**config.mk**
```make
export PLATFORM = sky130hd
export DESIGN_NAME = alu_core
export DESIGN_NICKNAME = d
export VERILOG_FILES = /design/src/rtl/alu_core.sv
export SDC_FILE = /design/constraint.sdc
export NUM_CORES = 1
export LEC_CHECK = 0
export BUFFER_PORTS_ARGS = -buffer_cell sky130_fd_sc_hd__buf_2
export CAP_MARGIN = 20
export CELL_PAD_IN_SITES_DETAIL_PLACEMENT = 1
export CELL_PAD_IN_SITES_GLOBAL_PLACEMENT = 1
export CORE_ASPECT_RATIO = 0.8
export CORE_UTILIZATION = 41
export DETAILED_ROUTE_END_ITERATION = 7
export GPL_TIMING_DRIVEN = 0
export PLACE_DENSITY = 0.95
export SLEW_MARGIN = 20
export SYNTH_ARGS = -nofsm -noshare
export SYNTH_HDL_FRONTEND = slang
export SYNTH_SLANG_ARGS = --single-unit
```
**constraint.sdc**
```tcl
create_clock -name vclk -period 13.11
set_input_delay 1.311 -clock vclk [all_inputs]
set_output_delay 1.311 -clock vclk [all_outputs]
set_load 0.01 [all_outputs]
```
**src/rtl/alu_core.sv**
```systemverilog
module alu_core #(
  parameter int WIDTH = 32,
  parameter int SELW  = 4
) (
  input  logic [WIDTH-1:0] op_a,
  input  logic [WIDTH-1:0] op_b,
  input  logic [SELW-1:0]  op_sel,
  output logic [WIDTH-1:0] result,
  output logic             is_zero
);
  localparam logic [SELW-1:0] SEL_AND = SELW'(4'b0000);
  localparam logic [SELW-1:0] SEL_OR  = SELW'(4'b0001);
  localparam logic [SELW-1:0] SEL_ADD = SELW'(4'b0010);
  localparam logic [SELW-1:0] SEL_SUB = SELW'(4'b0110);
  localparam logic [SELW-1:0] SEL_SLT = SELW'(4'b0111);
  localparam logic [SELW-1:0] SEL_NOR = SELW'(4'b1100);
  localparam int MSB = WIDTH - 1;

  logic             negate;
  logic [WIDTH-1:0] b_eff;
  logic [WIDTH-1:0] sum;
  logic             ovf;
  logic             less;
  logic [WIDTH-1:0] orv;

  assign negate = (op_sel == SEL_SUB) || (op_sel == SEL_SLT);
  assign b_eff  = negate ? ~op_b : op_b;
  assign sum    = op_a + b_eff + {{(WIDTH-1){1'b0}}, negate};
  assign ovf    = (op_a[MSB] == b_eff[MSB]) && (sum[MSB] != op_a[MSB]);
  assign less   = sum[MSB] ^ ovf;
  assign orv    = op_a | op_b;

  always_comb begin
    unique case (op_sel)
      SEL_AND:          result = op_a & op_b;
      SEL_OR:           result = orv;
      SEL_ADD, SEL_SUB: result = sum;
      SEL_SLT:          result = {{(WIDTH-1){1'b0}}, less};
      SEL_NOR:          result = ~orv;
      default:          result = '0;
    endcase
  end

  assign is_zero = ~|result;
endmodule

```
# Word level (Yosys, flattened, before mapping)
# Index checks and enable logic that the tools add are counted.
word_totals:
  output_inout_bits: 33
  elab_cells: 22
  ff_bits: 0
  inputBits: 68
op_classes:
  add_sub_neg: 2
  bitwise_logic: 5
  reduce_logical: 6
  muxes: 2
  n_eq_ne: 7
op_table:
  columns: ["operator", "n"]
  rows:
  - ["32-bit case mux with 5 select lines", 1]
  - ["32-bit NOT", 2]
  - ["32-bit by 1-bit adder with 32-bit output", 1]
  - ["32-bit adder", 1]
  - ["32-bit bitwise AND", 1]
  - ["32-bit two-way mux", 1]
  - ["32-bit bitwise OR", 1]
  - ["32-bit OR reduction", 1]
  - ["4-bit by 3-bit == test with 1-bit output, second input constant", 2]
  - ["4-bit by 1-bit == test with 1-bit output, second input constant", 1]
  - ["4-bit by 2-bit == test with 1-bit output, second input constant", 1]
  - ["4-bit == test, second input constant", 1]
  - ["4-bit zero test", 1]
  - ["2-bit OR reduction", 1]
  - ["1-bit == test", 1]
  - ["1-bit logical AND", 1]
  - ["1-bit zero test", 1]
  - ["1-bit logical OR", 1]
  - ["1-bit != test", 1]
  - ["1-bit XOR", 1]

# Longest topological paths before layout
depth:
  word_depth: 11
  mapped_depth: 18
  mapped_depth_nobuf: 15

# Least setup slack after synthesis
# OpenSTA, ideal clock, no wires.
synth_path:
  path_kind: "input-to-output"
  startpoint: "input port op_sel[3]"
  endpoint: "output port is_zero"
  t_arrival_ns: 5.045
  path_buffers: 3
  stages: 17
  t_required_ns: 11.799
  path_slack_ns: 6.754
  path_cell_list: "buf_6 -> nand3b_1 -> buf_2 -> buf_1 -> xnor2_1 -> ha_1 -> a21oi_1 -> o21ai_0 -> a2111oi_2 -> nand3_1 -> a221oi_2 -> xor2_1 -> o21ai_0 -> or4_1 -> nor4_1 -> nand4b_1 -> nor3_2"
synth_between:
  elab_cells_between_ends: 18
  cone_classes: "add/sub (2); eq/ne (7); mux (2); bitwise (1); reduce/logical (6)"
synth_lines:
  columns: ["element", "line", "text"]
  rows:
  - ["start, declared", "7", "input logic [SELW-1:0] op_sel,"]
  - ["4-bit by 3-bit == test with 1-bit output", "26, 34", null]
  - ["1-bit logical OR", "26", "assign negate = (op_sel == SEL_SUB) || (op_sel == SEL_SLT);"]
  - ["32-bit two-way mux", "27", "assign b_eff = negate ? ~op_b : op_b;"]
  - ["32-bit adder", "28", "assign sum = op_a + b_eff + {{(WIDTH-1){1'b0}}, negate};"]
  - ["32-bit by 1-bit adder with 32-bit output", "28", null]
  - ["32-bit case mux with 5 select lines (*)", "34", "unique case (op_sel)"]
  - ["named net result[26]", "8", "output logic [WIDTH-1:0] result,"]
  - ["32-bit OR reduction (*)", "44", "assign is_zero = ~|result;"]
  - ["1-bit zero test (*)", "44", null]
  - ["end, declared", "9", "output logic is_zero"]
# Mark *: on every way through the listed nets, which the timed path passes. The rest lies on a longest branch.

# Worst setup path in the final report
layout_path:
  startpoint: "input port op_sel[2]"
  endpoint: "output port is_zero"
layout_between:
  elab_chain_cells: 11
  elab_cells_between_ends: 18
  cone_classes: "add/sub (2); eq/ne (7); mux (2); bitwise (1); reduce/logical (6)"
layout_lines:
  columns: ["element", "line", "text"]
  rows:
  - ["4-bit by 3-bit == test with 1-bit output", "26, 34", null]
  - ["1-bit logical OR", "26", null]
  - ["32-bit two-way mux", "27", null]
  - ["32-bit adder", "28", null]
  - ["32-bit by 1-bit adder with 32-bit output", "28", null]
  - ["1-bit != test", "29", "assign ovf = (op_a[MSB] == b_eff[MSB]) && (sum[MSB] != op_a[MSB]);"]
  - ["1-bit logical AND", "29", null]
  - ["1-bit XOR", "30", "assign less = sum[MSB] ^ ovf;"]
  - ["32-bit case mux with 5 select lines (*)", "34", null]
  - ["32-bit OR reduction (*)", "44", null]
  - ["1-bit zero test (*)", "44", null]
# Mark *: on every way between the ends. The rest lies on a longest branch, timed or not.

==> metrics.cfg <==
[run_status]
status=completed

[yosys]
ys_types=63
syn_area_sq_mm=0.00319
postSynthCellCount=464
syn_avg_cell_area_sq_um=6.87
synth_fp_nets=570
ys.warnings.count=0
synth_top_area_cell=ha_1
synth_top_area_share_pct=14.5
ys_seq_area_share_pct=0
yosys-top-cells-area=ha_1 15%, xnor2_1 12%, maj3_1 9.4%, a21oi_1 9.0%, nor3_1 6.1%

[placement]
dp_cells=669
gp_congestion=1.00
numPortBuffers=100
dpl.hpwl_um=11100

[cts]
cts_hold_repair.buffers=0
post_cts_buffers=0
cts_resized=0

[floorplan]
core_sq_mm=0.00746
ios=101
fp.dieH_um=80.9
dieArea_sq_mm=0.00813
die_w_um=101
start_util_pct=42.7
row_count=28

[critical_path]
crit_arrival_ns=6.27
path_max_fanout=10
end_kind=output pin
crit_type=input port to output pin
critPathLaunchType=input port
required_ns=11.80

[layout]
diodes=0
design.seq.count=0
fillerInstances=1043
nNetsFinal=672
regArea_sq_um=0
multi_input_area_sq_mm=0.00305
area_growth_pct=20.0
clkbuf_count=0
drive_above_1_share_pct=19.7
stdcell_count=669

[grt]
grt_pass1_wl_um=21100
antenna_found_initial=0
grt_max_degree=11
grt_usage_pct=32.8
overflow=0
grt_pass1_vias=4217

[sta]
setup_viol=0
worst_slew_pin_slew_ns=0.928
slew_viol_final=0
fin_crit_sh_pct=57.8
slew-limit-headroom_pct=38.1
finalCriticalPeriod_ns=7.58
fin_tns_setup_ns=0
rsz0062_at_grt=no
fmax_mhz=132
hold_violations=0

[detailed_routing]
drcViolationCount=0
vias_per_cell=6.32
vias=4231
drt-initial-drc-count=228
routed_wl_um=13400
detail-route-antenna-nets=0
firstDrtPassIters=5
post_drt_wl_per_cell_um=20.0

[pwr]
ir_worst_vdd_uv=19.2
p_leak_nw=1.59
power_density_mw_per_mm2=54.2

[worst_hold_path]
hold_class=input port to output pin

[flow_run]
maxCapViolCount=0

-- report_power, final --
group          internal, mW  leakage [nW]  switching, mW  total, mW
clock                     0             0              0          0
sequential                0             0              0          0
combinational        0.0808          1.59          0.126      0.207
total                0.0808          1.59          0.126      0.207
-- layout by cell type (no fill, tap or decap), drive strengths merged, types with 12 or more instances in the layout --
master | netlist | routed
buf | 10 | 110
a21oi | 57 | 57
xnor2 | 43 | 43
nor3 | 40 | 40
ha | 37 | 37
nand2 | 34 | 34
o21ai | 34 | 34
maj3 | 30 | 30
nor2 | 20 | 20
clkbuf | 13 | 13
nand4 | 13 | 13
nand3 | 12 | 12
-- synthesized netlist by cell type, types with 2 or more instances --
master     n
maj3_1    30
a21o_1     6
o221ai_1   2
nand4_1   13
nand4b_1   3
o21a_1     8
buf_2      2
o31ai_1    4
o311ai_0   2
and2_1     3
o22ai_1    3
o31a_1     4
nor4_1     2
a21oi_1   57
or4_1      3
a211o_1    3
nor2_1    20
or3_1      4
ha_1      37
buf_4      2
nand2_1   34
xor2_1    10
a211oi_1   7
buf_1      5
clkbuf_1  13
o211ai_1   5
nor3_1    39
a31oi_1    4
nand3_1   12
nand3b_1   2
inv_1     10
a221oi_1   2
xnor2_1   43
nand2b_1   7
a221o_1    2
o21bai_1   2
o21ai_0   33
-- per-layer routing --
layer / wire, um / vias up / global-route usage, % / part of all wire [%]
met5: 0 / - / 0 / 0
met4: 271 / 0 / 7.83 / 2.0
met3: 922 / 28 / 1.81 / 6.9
met2: 6090 / 185 / 56.9 / 46
met1: 6100 / 2039 / 44.5 / 46
li1: - / 1979 / - / -
-- cell type report --
class	count	share of cell area, %
multi-input combinational	431	79.8
timing repair buffer	100	13.1
tap	105	3.44
buffer	23	2.72
inverter	10	0.982
-- stage by stage --
step	hold WS [ns]	total power, mW	cell area (sq um)	util (%)	setup WS [ns]
after floorplan	2.83	0.134	3190	-	6.75
after global placement	3.07	0.192	3820	51.2	5.88
after detailed placement	3.10	0.201	3820	51.2	5.68
after CTS	3.10	0.203	3820	51.2	5.65
after global routing	3.17	0.225	3820	51.2	5.28
final	3.10	0.207	3820	51.2	5.53
-- path summary, 6_finish.rpt --
path	startpoint	endpoint	slack (ns)	depth (start not counted)
setup / recovery	op_sel[2]	is_zero	5.53	17
hold / removal	op_a[15]	result[15]	3.10	4
-- logic make-up (layout without fill, tap and decap cells) --
group | after synthesis | count (layout) | share of synthesized area [%]
AO/OA/AOI/OAI | 157 | 157 | 31.2
XOR/XNOR | 53 | 53 | 14.6
buffers and inverters | 33 | 133 | 4.44
AND/OR/NAND/NOR | 152 | 152 | 24.9
adder cells (fa/ha/maj) | 68 | 68 | 24.6
multiplexers | 1 | 1 | 0.314
-- critical path, cell delays in order --
cell and delay [ns]:
buf_2 0.15, nand3b_1 0.09, buf_2 0.16, buf_1 0.71, xnor2_1 0.15, ha_1 0.40, nand2_1 0.15, o21ai_0 0.58
a21oi_1 0.21, and2_1 0.25, o41ai_1 0.71, xnor2_1 0.20, o21ai_0 0.16, nor4_1 0.59, nand4b_1 0.18, nor3_2 0.12
buf_2 0.15
Power figures use the tool's default switching activity.
